<file path="config.mk">
export PLATFORM = sky130hd
export DESIGN_NAME = boxavg_stream
export DESIGN_NICKNAME = d
export VERILOG_FILES = /design/src/rtl/bx_pkg.sv /design/src/rtl/bx_colsum.sv /design/src/rtl/bx_rowsum.sv /design/src/rtl/bx_norm.sv /design/src/rtl/boxavg_stream.sv
export SDC_FILE = /design/constraint.sdc
export NUM_CORES = 1
export LEC_CHECK = 0
export CAP_MARGIN = 15
export CORE_UTILIZATION = 35
export DETAILED_ROUTE_END_ITERATION = 10
export PLACE_DENSITY_LB_ADDON = 0.12
export SKIP_LAST_GASP = 1
export SYNTH_ARGS = -nofsm -noshare
export SYNTH_HDL_FRONTEND = slang
export SYNTH_HIERARCHICAL = 1
export SYNTH_SLANG_ARGS = --single-unit
export TNS_END_PERCENT = 20
</file>
<file path="constraint.sdc">
create_clock -name clk -period 18.2 [get_ports clk]
set_input_delay 5.46 -clock clk [delete_from_list [all_inputs] [get_ports clk]]
set_output_delay 5.46 -clock clk [all_outputs]
set_load 0.01 [all_outputs]
</file>
<file path="src/rtl/bx_pkg.sv">
package bx_pkg;
   localparam int FRAC_BITS = 24;

   function automatic int sum_width(input int base_w, input int terms);
      return base_w + $clog2(terms);
   endfunction

   function automatic longint recip_of(input longint area);
      return ((64'sd1 <<< FRAC_BITS) + area / 2) / area;
   endfunction
endpackage

</file>
<file path="src/rtl/bx_colsum.sv">
module bx_colsum #(
   parameter int PIX_W  = 8,
   parameter int COL_W  = 12,
   parameter int IMG_W  = 64,
   parameter int ADDR_W = 6
) (
   input  logic              clk,
   input  logic              valid,
   input  logic [ADDR_W-1:0] addr,
   input  logic              first_row,
   input  logic [PIX_W-1:0]  add_pix,
   input  logic [PIX_W-1:0]  sub_pix,
   output logic [COL_W-1:0]  col_new
);
   logic [COL_W-1:0] sums [IMG_W];
   logic [COL_W-1:0] base;

   always_comb begin
      base    = first_row ? '0 : sums[addr];
      col_new = base + COL_W'(add_pix) - COL_W'(sub_pix);
   end

   always_ff @(posedge clk) begin
      if (valid) sums[addr] <= col_new;
   end
endmodule

</file>
<file path="src/rtl/bx_rowsum.sv">
module bx_rowsum #(
   parameter int COL_W = 12,
   parameter int BOX_W = 16,
   parameter int TAPS  = 15
) (
   input  logic             clk,
   input  logic             rst_n,
   input  logic             valid,
   input  logic             restart,
   input  logic             leave_en,
   input  logic [COL_W-1:0] col_new,
   output logic [BOX_W-1:0] box_sum
);
   logic [COL_W-1:0] taps [TAPS];
   logic [BOX_W-1:0] base, leaving, box_d;

   always_comb begin
      base    = restart ? '0 : box_sum;
      leaving = leave_en ? BOX_W'(taps[TAPS-1]) : '0;
      box_d   = base + BOX_W'(col_new) - leaving;
   end

   always_ff @(posedge clk) begin
      if (!rst_n)     box_sum <= '0;
      else if (valid) box_sum <= box_d;
   end

   always_ff @(posedge clk) begin
      if (valid) taps[0] <= col_new;
   end

   for (genvar i = 1; i < TAPS; i++) begin : g_tap
      always_ff @(posedge clk) begin
         if (valid) taps[i] <= taps[i-1];
      end
   end
endmodule

</file>
<file path="src/rtl/bx_norm.sv">
module bx_norm
   import bx_pkg::*;
#(
   parameter int PIX_W    = 8,
   parameter int BOX_W    = 16,
   parameter int AREA     = 225,
   parameter bit ROUND_EN = 1'b1
) (
   input  logic             clk,
   input  logic             rst_n,
   input  logic             in_valid,
   input  logic [BOX_W-1:0] box_sum,
   output logic             out_valid,
   output logic [PIX_W-1:0] out_pix
);
   localparam longint RECIP   = recip_of(AREA);
   localparam int     RECIP_W = FRAC_BITS + 1;
   localparam int     PROD_W  = BOX_W + RECIP_W + 1;

   logic [PROD_W-1:0] prod, adj;

   always_comb prod = PROD_W'(box_sum) * PROD_W'(RECIP);

   if (ROUND_EN) begin : g_round
      always_comb adj = prod + (PROD_W'(1) << (FRAC_BITS - 1));
   end else begin : g_trunc
      always_comb adj = prod;
   end

   always_ff @(posedge clk) begin
      if (!rst_n) begin
         out_valid <= 1'b0;
         out_pix   <= '0;
      end else begin
         out_valid <= in_valid;
         if (in_valid) out_pix <= PIX_W'(adj >> FRAC_BITS);
      end
   end
endmodule

</file>
<file path="src/rtl/boxavg_stream.sv">
module boxavg_stream
   import bx_pkg::*;
#(
   parameter int PIX_W    = 8,
   parameter int RADIUS   = 7,
   parameter int IMG_W    = 64,
   parameter bit ROUND_EN = 1'b1
) (
   input  logic             clk,
   input  logic             rst_n,
   input  logic             in_valid,
   input  logic             in_sof,
   input  logic [PIX_W-1:0] in_add,
   input  logic [PIX_W-1:0] in_sub,
   output logic             out_valid,
   output logic [PIX_W-1:0] out_pix
);
   localparam int K     = 2 * RADIUS + 1;
   localparam int COL_W = sum_width(PIX_W, K);
   localparam int BOX_W = sum_width(COL_W, K);
   localparam int CNT_W = $clog2(IMG_W);
   localparam int ROW_W = $clog2(K + 1);

   if (RADIUS < 1) begin : g_bad_radius
      $error("boxavg_stream: RADIUS must be at least 1");
   end
   if (IMG_W < K) begin : g_bad_width
      $error("boxavg_stream: IMG_W must cover the kernel width");
   end
   if (PIX_W < 1) begin : g_bad_pix
      $error("boxavg_stream: PIX_W must be positive");
   end

   logic [CNT_W-1:0] col_q, col_use;
   logic [ROW_W-1:0] row_q, row_use;
   logic             win_ok, win_q;
   logic [COL_W-1:0] col_new;
   logic [BOX_W-1:0] box_q;

   always_comb begin
      col_use = in_sof ? '0 : col_q;
      row_use = in_sof ? '0 : row_q;
      win_ok  = in_valid && (row_use >= ROW_W'(K - 1)) && (col_use >= CNT_W'(K - 1));
   end

   always_ff @(posedge clk) begin
      if (!rst_n) begin
         col_q <= '0;
         row_q <= '0;
         win_q <= 1'b0;
      end else begin
         win_q <= win_ok;
         if (in_valid) begin
            if (col_use == CNT_W'(IMG_W - 1)) begin
               col_q <= '0;
               row_q <= (row_use == ROW_W'(K)) ? row_use : row_use + 1'b1;
            end else begin
               col_q <= col_use + 1'b1;
               row_q <= row_use;
            end
         end
      end
   end

   bx_colsum #(.PIX_W(PIX_W), .COL_W(COL_W), .IMG_W(IMG_W), .ADDR_W(CNT_W)) u_col (
      .clk       (clk),
      .valid     (in_valid),
      .addr      (col_use),
      .first_row (row_use == '0),
      .add_pix   (in_add),
      .sub_pix   (in_sub),
      .col_new   (col_new)
   );

   bx_rowsum #(.COL_W(COL_W), .BOX_W(BOX_W), .TAPS(K)) u_row (
      .clk      (clk),
      .rst_n    (rst_n),
      .valid    (in_valid),
      .restart  (col_use == '0),
      .leave_en (col_use >= CNT_W'(K)),
      .col_new  (col_new),
      .box_sum  (box_q)
   );

   bx_norm #(.PIX_W(PIX_W), .BOX_W(BOX_W), .AREA(K * K), .ROUND_EN(ROUND_EN)) u_norm (
      .clk       (clk),
      .rst_n     (rst_n),
      .in_valid  (win_q),
      .box_sum   (box_q),
      .out_valid (out_valid),
      .out_pix   (out_pix)
   );
endmodule

</file>
==> out/metrics.yaml, run 1 <==
run_status:
  outcome: "finished clean"
cells_and_area:
  multiInputGateArea_mm2: 0.0124
  syn2layout_area_growth_pct: 13.8
  layout_commonest_cell: "edfxtp_1"
  postLayoutCoreUtil: 0.404
  nNetsFinal: 3015
  final_cell_mix: "948 x edfxtp_1, 172 x inv_1, 163 x ha_1"
  fillCellCount: 11000
  ff_latch_area_mm2: 0.0292
  drive_gt1_frac: 0.154
setup_path:
  cp_data_required_time_ns: 18.77
  start_kind: "primary input"
  cpMostUsedCell: "inv_1"
  reg2reg_slack_ns: 9.05
  cp_max_fo: 66
  r2r_end: "u_row/box_sum[15]"
  r2r-start: "col_q[2]"
  max_stage_delay_ns: 0.64
  r2r_cells: 30
  critPathKind: "in2reg"
  critPathSlowestCell: "clkdlybuf4s50_1"
  cp.arrival_ns: 14.95
  cp-end-kind: "register"
sta:
  fin_crit_sh: 0.790
  slew_headroom: 0.207
  fin_crit_ns: 14.38
  setup_tns_ns: 0
  fmax_mhz: 69.6
  hold_viol: 0
  report.final.setup_viol: 0
  rsz0062_at_grt: "false"
  skew_ns: 0.0271
  drv_slew: 0
  worstMarginPinSlew_ns: 1.19
clock_tree:
  cts_root_buf: "clkbuf_16"
  postCtsSetupBuffers: 0
  insertion_delay_ns: 0.70
  cts_tree: "yes"
  h-tree-depth: 3
  cts-buffers-inserted: 105
  clkSlewWorstSetupHoldPaths_ns: 0.07
  cts_buffer_depth: 3
  cts.sinks: 984
  cts_resized: 0
  hold_buffers: 0
placed_design:
  port_buffers: 28
  dpl.hpwl_mm: 74.6
  gp_routability_congestion: 0.859
synthesis:
  synthArstFlopShare: 0
  ys_ff_latch: 984
  synthTopCellsByArea: "edfxtp_1 67%, ha_1 4.8%, fa_1 3.4%"
  synth_area_mm2: 0.0427
  syn_inst: 2662
  avgSynthCellArea_um2: 16.0
  synth_edf_count: 948
  synth_top_area_cell: "edfxtp_1"
  yosysSeqAreaShare: 0.683
  yosysWarnings: 6
  synth_top_area_frac: 0.666
  synth_ff_type: "edfxtp_1"
  syn-num-nets: 2918
  synth_cell_types: 88
global_routing:
  grt_pass1_vias: 24200
  grt_overflow: 0
  grt_usage: 0.197
  antenna_found_initial: 2
  grt_max_degree: 90
  grt_pass1_wl_mm: 175
detailed_routing:
  drt_iter0_drc: 2511
  vias_per_cell: 5.45
  wl_per_cell_um: 27.3
  vias: 24300
  drt_pass1_iterations: 5
  ant_nets: 0
  routed_wl_mm: 122
  drc: 0
power_and_ir_drop:
  power_per_cell_area_mw_per_mm2: 129
  vdd_ir_drop_max_mv: 0.119
  p_leak_nw: 16.6
floorplanning:
  die_x_um: 351
  coreArea_mm2: 0.120
  die_height_um: 351
  pin_count: 29
  rows: 127
  dieArea_mm2: 0.123
  start_util: 0.355
worst_hold_path:
  hp-class: "reg2reg"
  hold_end: "u_row/taps[1][79]"
  hold_depth: 0
  holdCritStartpoint: "u_row/taps[1][67]"
run:
  max_cap_viol_count: 0
[synthesized netlist by cell type (all sizes together) (14+ instances only)]
| cell | instances |
|---|---|
| clkbuf | 44 |
| buf | 82 |
| mux2 | 65 |
| nor2 | 172 |
| nand3 | 27 |
| and2 | 17 |
| o22ai | 35 |
| a21o | 19 |
| a22oi | 69 |
| nand2 | 67 |
| a22o | 14 |
| a21oi | 107 |
| fa | 72 |
| o211ai | 16 |
| mux2i | 89 |
| o21ai | 62 |
| a31oi | 15 |
| mux4 | 60 |
| inv | 174 |
| ha | 164 |
| a221oi | 69 |
| a211oi | 16 |
| nor3 | 23 |
| nor2b | 16 |
| edfxtp | 948 |
| dfxtp | 36 |
| nand2b | 27 |
[where the power goes]
part	internal, mW	switching, mW
Clock	1.21	0.891
Sequential	2.63	0.0571
Combinational	0.529	0.926
Total	4.38	1.87
[kinds of logic (layout without fill, tap and decap cells)]
kind of cell,count (synthesis),count (layout),share of synthesized area
simple gates,401,401,0.0453
compound gates,504,504,0.0836
mux,214,214,0.0696
fa+ha+maj,236,236,0.0818
other cells,0,2,0
flops,984,984,0.683
buf+inv,300,485,0.0318
xor+xnor,23,23,0.00472
[critical path, delay by kind of cell]
kind            cells  cell delay (ns)
fa+ha+maj           4             1.55
xor+xnor            1             0.15
buf+inv             9             3.04
compound gates     15             4.04
simple gates        3             0.56
[registers in the layout, indices dropped and copies added (netlist names)]
name and count:
u_norm/out_pix 8, u_row/box_sum 16, col_q 6, u_col/sums 768
u_row/taps 180, row_q 4, win_q 1, u_norm/out_valid 1
[layer usage]
layer / vias up / part of all wire / GRT usage
met5: - / 0 / 0
met4: 0 / 0.019 / 0.0490
met3: 132 / 0.066 / 0.0311
met2: 825 / 0.46 / 0.308
met1: 12800 / 0.46 / 0.287
li1: 10500 / - / -
[per-stage QoR]
stage	hold WS, ns	setup WS, ns	std cells	instance area, um^2	total power, mW
after global placement	0.400	3.38	4264	45200	4.17
after global routing	0.419	3.26	4459	48600	6.58
after floorplan	0.400	4.67	2662	42700	3.70
after detailed placement	0.405	3.25	4264	45200	4.20
final	0.408	3.82	4461	48600	6.25
after CTS	0.412	3.98	4459	48600	6.32
[cell type report]
type | count | share of cell area
flip-flops and latches | 984 | 0.601
multi-input cells | 1378 | 0.255
clock buffers | 136 | 0.0569
well taps | 1612 | 0.0415
repair buffers | 116 | 0.0202
inverters | 174 | 0.0137
clock inverters | 59 | 0.0122
diodes | 2 | 0.000103
[worst max-delay path by stage]
stage / startpoint / to / slack [ns] / depth (start not counted)
global placement: in_sof / u_row/box_sum[15] / 3.38 / 31
CTS: in_sof / u_row/box_sum[15] / 3.98 / 32
detailed placement: in_sof / u_row/box_sum[15] / 3.25 / 32
global route: in_sof / u_row/box_sum[15] / 3.26 / 32
floorplan: in_sof / u_row/box_sum[13] / 4.67 / 33
finish: in_sof / u_row/box_sum[15] / 3.82 / 32
Power figures use the tool's default switching activity.
==> inputs of run 2 (changes only) <==
==> constraint.sdc (replaced) <==
create_clock -name clk -period 12.85 [get_ports clk]
set_input_delay 3.855 -clock clk [delete_from_list [all_inputs] [get_ports clk]]
set_output_delay 3.855 -clock clk [all_outputs]
set_load 0.01 [all_outputs]
==> run 2 against run 1 <==
Combinational power grew 39%. Cell count increased by 1.1%. First-iteration DRC count fell by 3.7%. Worst setup slack worse by 2.7 ns. Sequential cell count unchanged. Critical path depth shrank 2. Critical endpoint is now u_row/box_sum[13]. Largest cell class unchanged.
==> out/metrics.yaml, run 2 (same netlist as run 1, synthesis figures left out) <==
global_routing:
  grtUsageMet2: 0.315  # was 0.308
  antenna_found_initial: 5  # was 2
  grt_overflow: 0  # unchanged
  grt_max_degree: 89  # was 90
  grt.met3_usage: 0.0347  # was 0.0311
  grt_busiest_layer: "met2"  # unchanged
  grt_usage: 0.200  # was 0.197
  use_met1: 0.284  # was 0.287
  grt_pass1_wl_mm: 178  # was 175 mm
  grt_pass1_vias: 24700  # was 24200
setup_path:
  cp-end-kind: "register"  # unchanged
  cp.arrival_ns: 12.28  # was 14.95 ns
  cpMostUsedCell: "inv_1"  # unchanged
  critPathKind: "in2reg"  # unchanged
  max_stage_delay_ns: 0.64  # about the same
  r2r_end: "u_row/box_sum[13]"  # was u_row/box_sum[15]
  r2r-start: "col_q[1]"  # was col_q[2]
  r2r_cells: 27  # was 30
  reg2reg_slack_ns: 4.68  # was 9.05 ns
  cp_data_required_time_ns: 13.44  # was 18.77 ns
  critPathSlowestCell: "clkdlybuf4s50_1"  # unchanged
  cp_max_fo: 65  # was 66
  start_kind: "primary input"  # unchanged
clock_tree:
  cts_buffer_depth: 3  # unchanged
  cts-buffers-inserted: 106  # was 105
  h-tree-depth: 3  # unchanged
  hold_buffers: 0  # unchanged
  cts_root_buf: "clkbuf_16"  # unchanged
  insertion_delay_ns: 0.69  # was 0.70 ns
  postCtsSetupBuffers: 0  # unchanged
  cts_tree: "yes"  # unchanged
  clkSlewWorstSetupHoldPaths_ns: 0.06  # was 0.07 ns
  cts_resized: 0  # unchanged
  cts.sinks: 984  # unchanged
floorplanning:
  die_x_um: 351  # unchanged
  pin_count: 29  # unchanged
  start_util: 0.355  # unchanged
  coreArea_mm2: 0.120  # unchanged
  dieArea_mm2: 0.123  # unchanged
  die_height_um: 351  # unchanged
  rows: 127  # unchanged
cells_and_area:
  regMostFlops: "u_col/sums"  # unchanged
  nNetsFinal: 3063  # was 3015
  fillCellCount: 11100  # was 11000
  final_cell_mix: "948 x edfxtp_1, 172 x inv_1, 163 x ha_1"  # unchanged
  largest_register_ffs: 768  # unchanged
  top_regs: "u_col/sums x768, u_row/taps x180, u_row/box_sum x16"  # unchanged
  final_area_mm2: 0.0489  # was 0.0486 mm^2
  syn2layout_area_growth_pct: 14.5  # was 13.8%
  drive_gt1_frac: 0.163  # was 0.154
  layout_commonest_cell: "edfxtp_1"  # unchanged
sta:
  slew_headroom: 0.266  # was 0.207
  report.final.setup_viol: 0  # unchanged
  hold_viol: 0  # unchanged
  worstMarginPinSlew_ns: 1.10  # was 1.19 ns
  setup_tns_ns: 0  # unchanged
  rsz0062_at_grt: "false"  # unchanged
  fmax_mhz: 85.5
  fin_crit_sh: 0.910
  skew_ns: 0.0247  # was 0.0271 ns
  drv_slew: 0  # unchanged
  fin_crit_ns: 11.69
worst_hold_path:
  hold_depth: 0  # unchanged
  hold_end: "u_row/taps[0][12]"  # was u_row/taps[1][79]
  hp-class: "reg2reg"  # unchanged
  holdCritStartpoint: "u_row/taps[0][0]"  # was u_row/taps[1][67]
placed_design:
  dpl.hpwl_mm: 77.5  # was 74.6 mm
  port_buffers: 28  # unchanged
  place_area_mm2: 0.0456  # was 0.0452 mm^2
  gp_routability_congestion: 0.894  # was 0.859
detailed_routing:
  wl_per_cell_um: 27.3  # about the same
  vias: 24700  # was 24300
  routed_wl_mm: 123  # was 122 mm
  vias_per_cell: 5.47  # was 5.45
  drt_iter0_drc: 2419  # was 2511
  drc: 0  # unchanged
  drt_pass1_iterations: 8  # was 5
  ant_nets: 0  # unchanged
power_and_ir_drop:
  p_leak_nw: 16.9  # was 16.6 nW
  power_per_cell_area_mw_per_mm2: 180  # was 129 mW/mm^2
  vdd_ir_drop_max_mv: 0.227  # was 0.119 mV
run_status:
  outcome: "finished clean"  # unchanged
run:
  max_cap_viol_count: 0  # unchanged
-- run 2: stage by stage --
stage | hold slack, ns | setup slack (ns) | instances | utilization | total power [mW]
after floorplan | 0.400 | 0.925 | 2662 | - | 5.24
after global placement | 0.401 | 0.642 | 4311 | 0.378 | 5.89
after detailed placement | 0.405 | 0.647 | 4311 | 0.378 | 5.90
after CTS | 0.404 | 1.32 | 4506 | 0.406 | 8.89
after global routing | 0.414 | 0.610 | 4506 | 0.406 | 9.27
final | 0.412 | 1.16 | 4508 | 0.406 | 8.79
-- run 2: area by class of cell --
class,instances,area (um^2),share of cell area
sequential,984,29200,0.597
multi-input combinational,1378,12300,0.252
clock buffer,125,2770,0.0566
tap,1612,2020,0.0412
timing repair buffer,163,1350,0.0276
inverter,174,666,0.0136
clock inverter,70,584,0.0119
antenna,2,5.00,0.000102
-- run 2: routing by layer --
metal / vias to the layer above / part of all wire
li1: 10600 / -
met5: - / 0.000081
met2: 944 / 0.46
met3: 191 / 0.071
met1: 12900 / 0.44
met4: 2 / 0.026
-- run 2: critical path: cells and delay by family --
kind                     cells  cell delay [ns]
AO/OA/AOI/OAI               15             3.70
adder cells (fa/ha/maj)      4             1.70
buffers and inverters        8             2.36
AND/OR/NAND/NOR              3             0.49
-- run 2: power breakdown --
group	leakage, nW	internal [mW]	total [mW]	switching (mW)
registers	8.96	3.73	3.81	0.0787
logic	6.31	0.737	2.02	1.28
clock network	1.64	1.71	2.96	1.25
total	16.9	6.18	8.79	2.61
-- run 2: worst max-delay path by stage --
stage | slack, ns | to | cells past startpoint | start
after floorplan | 0.92 | u_row/box_sum[13] | 33 | in_sof
after global placement | 0.64 | u_row/box_sum[11] | 29 | in_sof
after detailed placement | 0.65 | u_row/box_sum[13] | 30 | in_sof
after CTS | 1.32 | u_row/box_sum[13] | 30 | in_sof
after global routing | 0.61 | u_row/box_sum[13] | 30 | in_sof
final | 1.16 | u_row/box_sum[13] | 30 | in_sof
